File: src/rtl/sched_pkg.sv
package sched_pkg;

  function automatic int ceil_div(input int a, input int b);
    return (a + b - 1) / b;
  endfunction

  function automatic int max_int(input int a, input int b);
    return (a > b) ? a : b;
  endfunction

  typedef enum logic [0:0] {
    ST_WAIT = 1'b0,
    ST_FEED = 1'b1
  } feed_st_e;

endpackage

File: src/rtl/sched_order_q.sv
module sched_order_q #(
  parameter int DEPTH = 3,
  parameter int W     = 2
) (
  input  logic         clk,
  input  logic         rst,
  input  logic         push,
  input  logic [W-1:0] push_data,
  input  logic         pop,
  output logic [W-1:0] head,
  output logic         empty,
  output logic         full
);
  localparam int AW = (DEPTH > 1) ? $clog2(DEPTH) : 1;
  localparam int CW = $clog2(DEPTH + 1);

  logic [W-1:0]  mem [DEPTH];
  logic [AW-1:0] wp, rp;
  logic [CW-1:0] cnt;

  function automatic logic [AW-1:0] wrap_inc(input logic [AW-1:0] p);
    return (p == AW'(DEPTH - 1)) ? '0 : p + 1'b1;
  endfunction

  always_ff @(posedge clk) begin
    if (push) mem[wp] <= push_data;
  end

  always_ff @(posedge clk) begin
    if (rst) begin
      wp  <= '0;
      rp  <= '0;
      cnt <= '0;
    end else begin
      if (push) wp <= wrap_inc(wp);
      if (pop)  rp <= wrap_inc(rp);
      case ({push, pop})
        2'b10:   cnt <= cnt + 1'b1;
        2'b01:   cnt <= cnt - 1'b1;
        default: cnt <= cnt;
      endcase
    end
  end

  assign head  = mem[rp];
  assign empty = (cnt == '0);
  assign full  = (cnt == CW'(DEPTH));


  oq_no_overflow_chk: assert property (@(posedge clk) disable iff (rst)
    push |-> (!full || pop));

  oq_no_underflow_chk: assert property (@(posedge clk) disable iff (rst)
    pop |-> !empty);

endmodule

File: src/rtl/sched_result_buf.sv
module sched_result_buf #(
  parameter int N_CORES = 3,
  parameter int RES_W   = 32
) (
  input  logic                     clk,
  input  logic                     rst,
  input  logic [N_CORES-1:0]       core_done,
  input  logic [N_CORES*RES_W-1:0] core_result,
  input  logic [N_CORES-1:0]       clr,
  output logic [N_CORES-1:0]       buf_v,
  output logic [N_CORES*RES_W-1:0] buf_data
);

  for (genvar i = 0; i < N_CORES; i++) begin : g_slot
    always_ff @(posedge clk) begin
      if (core_done[i]) buf_data[i*RES_W +: RES_W] <= core_result[i*RES_W +: RES_W];
    end

    always_ff @(posedge clk) begin
      if (rst)               buf_v[i] <= 1'b0;
      else if (core_done[i]) buf_v[i] <= 1'b1;
      else if (clr[i])       buf_v[i] <= 1'b0;
    end


    buf_no_clobber_chk: assert property (@(posedge clk) disable iff (rst)
      core_done[i] |-> !buf_v[i]);
  end

endmodule

File: src/rtl/sched_dispatch.sv
module sched_dispatch import sched_pkg::*; #(
  parameter int N_CORES    = 3,
  parameter int IDX_W      = 2,
  parameter int IN_W       = 32,
  parameter int CNT_W      = 8,
  parameter int PIPE_WORDS = 4,
  parameter int SPACING    = 8
) (
  input  logic               clk,
  input  logic               rst,
  input  logic [CNT_W-1:0]   up_count,
  input  logic [IN_W-1:0]    up_data,
  output logic               up_rd_en,
  input  logic [CNT_W-1:0]   dn_free,
  input  logic               rel_vld,
  input  logic [IDX_W-1:0]   rel_idx,
  output logic [N_CORES-1:0] core_start,
  output logic [N_CORES-1:0] core_load,
  output logic [IN_W-1:0]    core_data,
  output logic               disp_vld,
  output logic [IDX_W-1:0]   disp_idx
);
  localparam int FEED_W = $clog2(PIPE_WORDS + 1);
  localparam int GAP_W  = $clog2(SPACING + 1);
  localparam int OUT_W  = $clog2(N_CORES + 1);
  localparam logic [N_CORES-1:0] ONE = N_CORES'(1);

  feed_st_e          state;
  logic [IDX_W-1:0]  ptr, sel;
  logic [FEED_W-1:0] feed_cnt;
  logic [GAP_W-1:0]  gap_cnt;
  logic [N_CORES-1:0] busy, busy_nxt;
  logic [OUT_W-1:0]  resv;
  logic              go;

  assign go = (state == ST_WAIT) && (gap_cnt == '0) && !busy[ptr] &&
              (up_count >= CNT_W'(PIPE_WORDS)) && (dn_free > CNT_W'(resv));

  assign disp_vld = go;
  assign disp_idx = ptr;
  assign up_rd_en = (state == ST_FEED);

  always_comb begin
    busy_nxt = busy;
    if (go)      busy_nxt[ptr]     = 1'b1;
    if (rel_vld) busy_nxt[rel_idx] = 1'b0;
  end

  always_ff @(posedge clk) begin
    if (state == ST_FEED) core_data <= up_data;
  end

  always_ff @(posedge clk) begin
    if (rst) begin
      state      <= ST_WAIT;
      ptr        <= '0;
      sel        <= '0;
      feed_cnt   <= '0;
      gap_cnt    <= '0;
      busy       <= '0;
      resv       <= '0;
      core_start <= '0;
      core_load  <= '0;
    end else begin
      core_start <= '0;
      core_load  <= '0;
      busy       <= busy_nxt;

      if (go)                 gap_cnt <= GAP_W'(SPACING - 1);
      else if (gap_cnt != '0) gap_cnt <= gap_cnt - 1'b1;

      case ({go, rel_vld})
        2'b10:   resv <= resv + 1'b1;
        2'b01:   resv <= resv - 1'b1;
        default: resv <= resv;
      endcase

      case (state)
        ST_WAIT: begin
          if (go) begin
            state    <= ST_FEED;
            sel      <= ptr;
            feed_cnt <= '0;
            ptr      <= (ptr == IDX_W'(N_CORES - 1)) ? '0 : ptr + 1'b1;
          end
        end
        ST_FEED: begin
          core_load <= ONE << sel;
          if (feed_cnt == '0) core_start <= ONE << sel;
          feed_cnt <= feed_cnt + 1'b1;
          if (feed_cnt == FEED_W'(PIPE_WORDS - 1)) state <= ST_WAIT;
        end
        default: state <= ST_WAIT;
      endcase
    end
  end

  // ---- checker state: spacing and rotation of starts ----
  logic [GAP_W-1:0]  since_q;
  logic              seen_q;
  logic [IDX_W-1:0]  last_q, start_idx, last_nxt;

  always_comb begin
    start_idx = '0;
    for (int i = 0; i < N_CORES; i++)
      if (core_start[i]) start_idx = IDX_W'(i);
  end
  assign last_nxt = (last_q == IDX_W'(N_CORES - 1)) ? '0 : last_q + 1'b1;

  always_ff @(posedge clk) begin
    if (rst) begin
      since_q <= '0;
      seen_q  <= 1'b0;
      last_q  <= '0;
    end else if (|core_start) begin
      since_q <= GAP_W'(1);
      seen_q  <= 1'b1;
      last_q  <= start_idx;
    end else if (since_q != GAP_W'(SPACING)) begin
      since_q <= since_q + 1'b1;
    end
  end


  feed_enough_chk: assert property (@(posedge clk) disable iff (rst)
    $rose(up_rd_en) |-> ($past(up_count) >= CNT_W'(PIPE_WORDS)));

  start_spacing_chk: assert property (@(posedge clk) disable iff (rst)
    ((|core_start) && seen_q) |-> (since_q >= GAP_W'(SPACING)));

  rr_order_chk: assert property (@(posedge clk) disable iff (rst)
    ((|core_start) && seen_q) |-> (core_start == (ONE << last_nxt)));

  first_start_chk: assert property (@(posedge clk) disable iff (rst)
    ((|core_start) && !seen_q) |-> core_start[0]);

  load_onehot_chk: assert property (@(posedge clk) disable iff (rst)
    $onehot0(core_load) && ((core_start & ~core_load) == '0));

endmodule

File: src/rtl/rr_core_sched.sv
module rr_core_sched import sched_pkg::*; #(
  parameter int N_CORES     = 3,
  parameter int IN_W        = 32,
  parameter int RES_W       = 32,
  parameter int CNT_W       = 8,
  parameter int PIPE_WORDS  = 4,
  parameter int EXEC_CYCLES = 24
) (
  input  logic                     clk,
  input  logic                     rst,
  input  logic [CNT_W-1:0]         up_count,
  output logic                     up_rd_en,
  input  logic [IN_W-1:0]          up_data,
  input  logic [CNT_W-1:0]         dn_free,
  output logic                     dn_wr_en,
  output logic [RES_W-1:0]         dn_data,
  output logic [N_CORES-1:0]       core_start,
  output logic [N_CORES-1:0]       core_load,
  output logic [IN_W-1:0]          core_data,
  input  logic [N_CORES-1:0]       core_done,
  input  logic [N_CORES*RES_W-1:0] core_result
);
  localparam int IDX_W   = max_int(1, $clog2(N_CORES));
  localparam int SPACING = max_int(ceil_div(EXEC_CYCLES, N_CORES), PIPE_WORDS + 1);
  localparam logic [N_CORES-1:0] ONE = N_CORES'(1);

  logic               disp_vld;
  logic [IDX_W-1:0]   disp_idx;
  logic [IDX_W-1:0]   head_idx, wr_idx;
  logic               oq_empty, oq_full;
  logic [N_CORES-1:0] buf_v, clr;
  logic [N_CORES*RES_W-1:0] buf_data;
  logic               wb_go;

  sched_dispatch #(
    .N_CORES(N_CORES), .IDX_W(IDX_W), .IN_W(IN_W), .CNT_W(CNT_W),
    .PIPE_WORDS(PIPE_WORDS), .SPACING(SPACING)
  ) u_dispatch (
    .clk(clk), .rst(rst),
    .up_count(up_count), .up_data(up_data), .up_rd_en(up_rd_en),
    .dn_free(dn_free),
    .rel_vld(dn_wr_en), .rel_idx(wr_idx),
    .core_start(core_start), .core_load(core_load), .core_data(core_data),
    .disp_vld(disp_vld), .disp_idx(disp_idx)
  );

  sched_order_q #(.DEPTH(N_CORES), .W(IDX_W)) u_order (
    .clk(clk), .rst(rst),
    .push(disp_vld), .push_data(disp_idx),
    .pop(wb_go), .head(head_idx),
    .empty(oq_empty), .full(oq_full)
  );

  sched_result_buf #(.N_CORES(N_CORES), .RES_W(RES_W)) u_resbuf (
    .clk(clk), .rst(rst),
    .core_done(core_done), .core_result(core_result),
    .clr(clr), .buf_v(buf_v), .buf_data(buf_data)
  );

  assign wb_go = !oq_empty && buf_v[head_idx];
  assign clr   = wb_go ? (ONE << head_idx) : '0;

  always_ff @(posedge clk) begin
    if (wb_go) dn_data <= buf_data[head_idx*RES_W +: RES_W];
  end

  always_ff @(posedge clk) begin
    if (rst) begin
      dn_wr_en <= 1'b0;
      wr_idx   <= '0;
    end else begin
      dn_wr_en <= wb_go;
      if (wb_go) wr_idx <= head_idx;
    end
  end


  dn_room_chk: assert property (@(posedge clk) disable iff (rst)
    dn_wr_en |-> (dn_free != '0));

  start_idle_chk: assert property (@(posedge clk) disable iff (rst)
    (|core_start) |-> ((core_start & buf_v) == '0));

  order_cap_chk: assert property (@(posedge clk) disable iff (rst)
    disp_vld |-> !oq_full);

endmodule

File: config.mk
export PLATFORM = sky130hd
export DESIGN_NAME = rr_core_sched
export DESIGN_NICKNAME = d
export VERILOG_FILES = /design/src/rtl/sched_pkg.sv /design/src/rtl/sched_order_q.sv /design/src/rtl/sched_result_buf.sv /design/src/rtl/sched_dispatch.sv /design/src/rtl/rr_core_sched.sv
export SDC_FILE = /design/constraint.sdc
export NUM_CORES = 1
export LEC_CHECK = 0
export BUFFER_PORTS_ARGS = -buffer_cell sky130_fd_sc_hd__buf_2
export CORE_ASPECT_RATIO = 0.5
export CORE_MARGIN = 3
export CORE_UTILIZATION = 55
export CTS_CLUSTER_DIAMETER = 100
export DETAILED_ROUTE_END_ITERATION = 7
export GPL_ROUTABILITY_DRIVEN = 1
export PLACE_DENSITY = 0.95
export SLEW_MARGIN = 40
export SYNTH_ARGS = -nofsm -noshare
export SYNTH_HDL_FRONTEND = slang
export SYNTH_HIERARCHICAL = 1
export SYNTH_SLANG_ARGS = --single-unit
File: constraint.sdc
create_clock -name clk -period 5.2 [get_ports clk]
set_input_delay 0 -clock clk [delete_from_list [all_inputs] [get_ports clk]]
set_output_delay 0 -clock clk [all_outputs]
set_load 0.05 [all_outputs]
---- Yosys cells after proc, flatten, opt, wreduce, memory -nomap -nowiden ----
Memories as Yosys holds them, arrays and structs flattened. A register that Yosys moved wholly into a read port is not among the register bits.
Index checks and enable logic that the tools add are counted.
storage, ports and cells
  memory bits (writable) .................. 6
  logic and storage cells ................. 112
  output and inout port bits .............. 72
  memories ................................ 1
  flip-flop bits (word level) ............. 195
operators by class
  $lt $le $gt $ge ......................... 7
  bitwise operators ....................... 5
  multiplexer cells ....................... 32
  shift operators ......................... 3
  reductions and logical operators ........ 23
  add/subtract/negate cells ............... 9
  eq/ne operators ......................... 9
memories
  memory       words  bits a word  read ports  clocked after memory_dff  write ports  RTL line             RTL
  u_order.mem  3      2            1           1                         1            sched_order_q.sv:17  logic [W-1:0] mem [DEPTH];
operators with widths
  cell                 count
  $shiftx 96x8->32     1
  $mux 3               6
  $mux 1               13
  $reduce_bool 2->1    6
  $add 2x1->2 const B  5
  $eq 2x2->1 const B   5
  $mux 2               5
  $lt 2x3->1 const B   3
  $ge 8x3->1 const B   1
  $gt 8x2->1           1
  $pmux 2 s2           2
  $logic_and 1x1->1    7
  $pmux 3 s2           1
  $shl 1x2->3 const A  2
  $bmux 1 s2           2
  $demux 1 s2          2
  $eq 2x1->1 const B   2
  $ge 2x1->1 const B   2
  $logic_not 4->1      1
  $reduce_bool 4->1    1
  $reduce_or 2->1      2
  $sub 2x1->2 const B  2
  $sub 4x1->4 const B  1
  $add 3x1->3 const B  1
  other kinds (12)     14

---- Longest topological paths before layout ----
  word-level depth ........................ 9
  gate-level depth with buffers ........... 12
  gate-level depth less buffers ........... 11

---- Hierarchy ----
The synthesis kept the hierarchy.
modules (own cells, without submodules)
  module            instances  area an instance (µm²)  cells an instance
  sched_result_buf  1          2,987.9                 108
  sched_dispatch    1          2,054.5                 144
  rr_core_sched     1          1,848.0                 163
  sched_order_q     1          526.8                   45

---- Worst setup path after synthesis ----
No wires, ideal clock.
  path type ............................... register to register
  from .................................... register (tool-made name)
  to ...................................... register u_order.cnt[1]
  cell stages (with the launch flop) ...... 10
  arrival ................................. 3,468 ps
  path slack .............................. 1,663 ps
  path buffers ............................ 1
  path through ............................ dfxtp_1 mux2i_1 o21ai_0 buf_6 mux2_4 mux2i_1 nor2_1 ha_1 or3_1 a21oi_1
RTL lines
  element               RTL line             RTL
  end signal, assigned  sched_order_q.sv:38  2'b10: cnt <= cnt + 1'b1;
  end signal, assigned  sched_order_q.sv:39  2'b01: cnt <= cnt - 1'b1;
  end signal, assigned  sched_order_q.sv:40  default: cnt <= cnt;
  end, declared         sched_order_q.sv:19  logic [CW-1:0] cnt;

---- Worst setup path in the final report ----
  from .................................... register u_dispatch.gap_cnt[0]
  to ...................................... register u_order.cnt[1]
between the ends
  longest elaborated chain between the ends .. 7
  elaborated cells between the ends (all ways) .. 9
ends and longest elaborated chain
  element                                                 RTL line              RTL
  start, declared                                         sched_dispatch.sv:31  logic [GAP_W-1:0] gap_cnt;
  start signal, assigned                                  sched_dispatch.sv:69  if (go) gap_cnt <= GAP_W'(SPACING - 1);
  start signal, assigned                                  sched_dispatch.sv:70  else if (gap_cnt != '0) gap_cnt <= gap_cnt - 1'b1;
  $logic_not 4->1 *                                       sched_dispatch.sv:36  assign go = (state == ST_WAIT) && (gap_cnt == '0) && !busy[ptr] &&
  $logic_and 1x1->1 * (3 in series)                       sched_dispatch.sv:36
  $logic_and 1x1->1 *                                     sched_dispatch.sv:37  (up_count >= CNT_W'(PIPE_WORDS)) && (dn_free > CNT_W'(resv));
  named net disp_vld                                      rr_core_sched.sv:27   logic disp_vld;
  $eq 2x1->1 / $eq 2x2->1 (equally long branches)         sched_order_q.sv:37   case ({push, pop})
  $pmux 2 s2 / $reduce_bool 2->1 (equally long branches)  n/a
The timed path passes the listed nets; every way through them passes the cells marked *.
A chain may end at the register's enable or synchronous reset.

==> reports/summary.txt <==
WS Path Type: reg -> reg
Clock Latency Late Sink: 490 ps
max-slew violation count: 0
post-DP HPWL: 10400 um
die height: 88.1 um
Starting DRT DRC Count: 457
critical path peak fanout: 11
max cap viols: 0
sequential share of power: 0.438
hold path depth: 1
Critical Path RT: 5600 ps
switch share: 0.342
Reg-to-Reg End: u_order/cnt[1]$_SDFFE_PP0P_
YS warnings: 6
setup tns final: 0 ps
PD cells: 482 nW/um^2
worst path cell trace: inv_1 -> ha_1 -> or3b_1 -> a211oi_2 -> o211ai_4 -> inv_8 -> inv_1 -> ha_1 -> or3_1 -> a21oi_1
R2R depth: 10
outcome: finished, final reports clean
highest clock rate: 367 MHz
Top Ports: 221
Placeable Area: 12900 sq um
worst r2r src: u_dispatch/gap_cnt[0]$_SDFFE_PP0P_
largest net degree at the start of global routing: 42
antenna violations before repair: 2
combinational power share: 0.298
Setup crit end kind: flop
vias in the first global route: 5621
Worst R2R Setup Slack: 2480 ps
measured slew at the worst slew-check pin: 670 ps
clk slew on worst S/H paths: 70 ps
final setup violation count: 0
Hold Crit Class: in -> reg
RSZ-0062 raised after global routing: no
Starting Density: 0.574
Tcrit/Tclk final: 0.524
vias: 5351
Die Footprint: 15000 sq um
startpoint types: flop
final-report hold violation count: 0
hold_sp: core_done[1]
layout cell share with drive strength beyond 1: 0.323
Max-slew headroom: 0.553
Pleak: 4.32 nW
mapped cell area: 7410 sq um
GRT overflow: 0
CTS tree: yes
Clk pwr share: 0.264
NetSw: 1.75 mW
Final Net Count: 975
DRC violations left: 0
Layout area overhead: 43.6%
Post-Synthesis Cells: 459
DR WL/cell: 20.4 um
Fin Clk Skew: 18.7 ps
Hold Path End: u_resbuf/buf_data[36]$_DFFE_PP_
Synth Area per Inst: 16.1 sq um
fill count: 635
gpl congestion: 0.754
I/O Buffers: 218
Mapped Nets: 617
WL final: 20400 um
DRT Pass-1 Iters: 5
# rows: 29
vias per inst: 5.33
Post-CTS Setup Inserts: 0
commonest non-fill, non-tap cell in the layout: buf_2
arrival time of the worst setup path: 3130 ps
Total Power: 5.12 mW
clock sink count: 203
Max clock buf depth: 3
Worst path max stage delay: 450 ps
H-tree Lvls: 1
number of CTS-inserted buffers: 19
antenna-violating nets left: 0
most frequent cells in the layout: buf_2 (216), edfxtp_1 (166), dlygate4sd3_1 (128)
minimum clock period: 2720 ps
Max stage delay cell, worst path: or3b_1
Root Buffer Master: clkbuf_16
GRT Util Overall: 0.270
first-pass GRT wire length: 30700 um
Peak VDD IR: 0.000363 V
Int Pwr: 3.37 mW
Die W: 170 um
-- per-layer routing --
| layer | up-vias | wire length (um) | part of all wire | global-route usage |
|---|---|---|---|---|
| met5 | - | 0 | 0 | 0 |
| met2 | 292 | 10700 | 0.53 | 0.492 |
| li1 | 2424 | - | - | - |
| met1 | 2563 | 7550 | 0.37 | 0.323 |
| met4 | 0 | 818 | 0.040 | 0.103 |
| met3 | 72 | 1330 | 0.065 | 0.0528 |
-- metrics by stage --
| stage | instances | hold WS [ps] | setup WS [ps] | instance area, sq um | utilization |
|---|---|---|---|---|---|
| final | 1004 | 5.23 | 2480 | 10600 | 0.823 |
| after global routing | 1002 | 7.03 | 2320 | 10600 | 0.823 |
| after CTS | 998 | 39.8 | 2320 | 10600 | 0.819 |
| after detailed placement | 836 | 178 | 2410 | 8690 | 0.673 |
| after global placement | 836 | 176 | 2490 | 8690 | 0.673 |
| after floorplan | 459 | 68.9 | 1660 | 7410 | - |
-- worst max path at each step --
| stage | start | end | slack, ps | cells after the start |
|---|---|---|---|---|
| after CTS | flop | u_order/cnt[1]$_SDFFE_PP0P_ | 2320 | 8 |
| final | u_dispatch/gap_cnt[0]$_SDFFE_PP0P_ | u_order/cnt[1]$_SDFFE_PP0P_ | 2480 | 10 |
| after floorplan | flop | u_order/cnt[1]$_SDFFE_PP0P_ | 1660 | 9 |
| after detailed placement | flop | u_order/cnt[1]$_SDFFE_PP0P_ | 2410 | 8 |
| after global placement | flop | flop | 2490 | 9 |
| after global routing | u_dispatch/gap_cnt[0]$_SDFFE_PP0P_ | u_order/cnt[1]$_SDFFE_PP0P_ | 2320 | 10 |
-- critical path: cells and delay by family, from the launching register on --
| family | cells | cell delay (ps) |
|---|---|---|
| compound gates | 3 | 680 |
| buf+inv | 3 | 320 |
| simple gates | 2 | 820 |
| fa+ha+maj | 2 | 490 |
| flops | 1 | 330 |
-- state kept, by name, indices dropped and copies added, names as in the netlist, 2 cells and up, named ones only --
name	cells
u_resbuf/buf_data	96
dn_data	32
u_dispatch/core_data	32
u_order/mem	6
u_dispatch/gap_cnt	4
u_dispatch/busy	3
u_dispatch/core_load	3
u_dispatch/core_start	3
u_dispatch/feed_cnt	3
u_resbuf/buf_v	3
u_dispatch/disp_idx	2
u_dispatch/resv	2
u_dispatch/sel	2
u_order/cnt	2
u_order/rp	2
u_order/wp	2
wr_idx	2
-- area by class of cell --
type                    instances  area, sq um  area share
flip-flops and latches        203         5730       0.539
repair buffers                352         2450       0.230
multi-input cells             223         1550       0.146
clock buffers                  24          524      0.0493
well taps                     170          213      0.0200
clock inverters                10         81.3     0.00765
inverters                      18         75.1     0.00706
diodes                          4         10.0    0.000941
-- power by group through the flow --
stage / clock (mW) / sequential [mW] / combinational [mW]
6_report: 1.35 / 2.24 / 1.53
5_1_grt: 1.44 / 2.27 / 1.62
4_1_cts: 1.35 / 2.23 / 1.45
3_5_place_dp: 0 / 2.26 / 1.37
3_3_place_gp: 0 / 2.25 / 1.31
2_1_floorplan: 0 / 2.59 / 0.684
-- what timing repair did --
item	CTS	global route
hold endpoints to repair	128	0
hold buffers	128	0
gates resized for setup	0	0
Note: power is estimated with default switching activity, not from simulation.
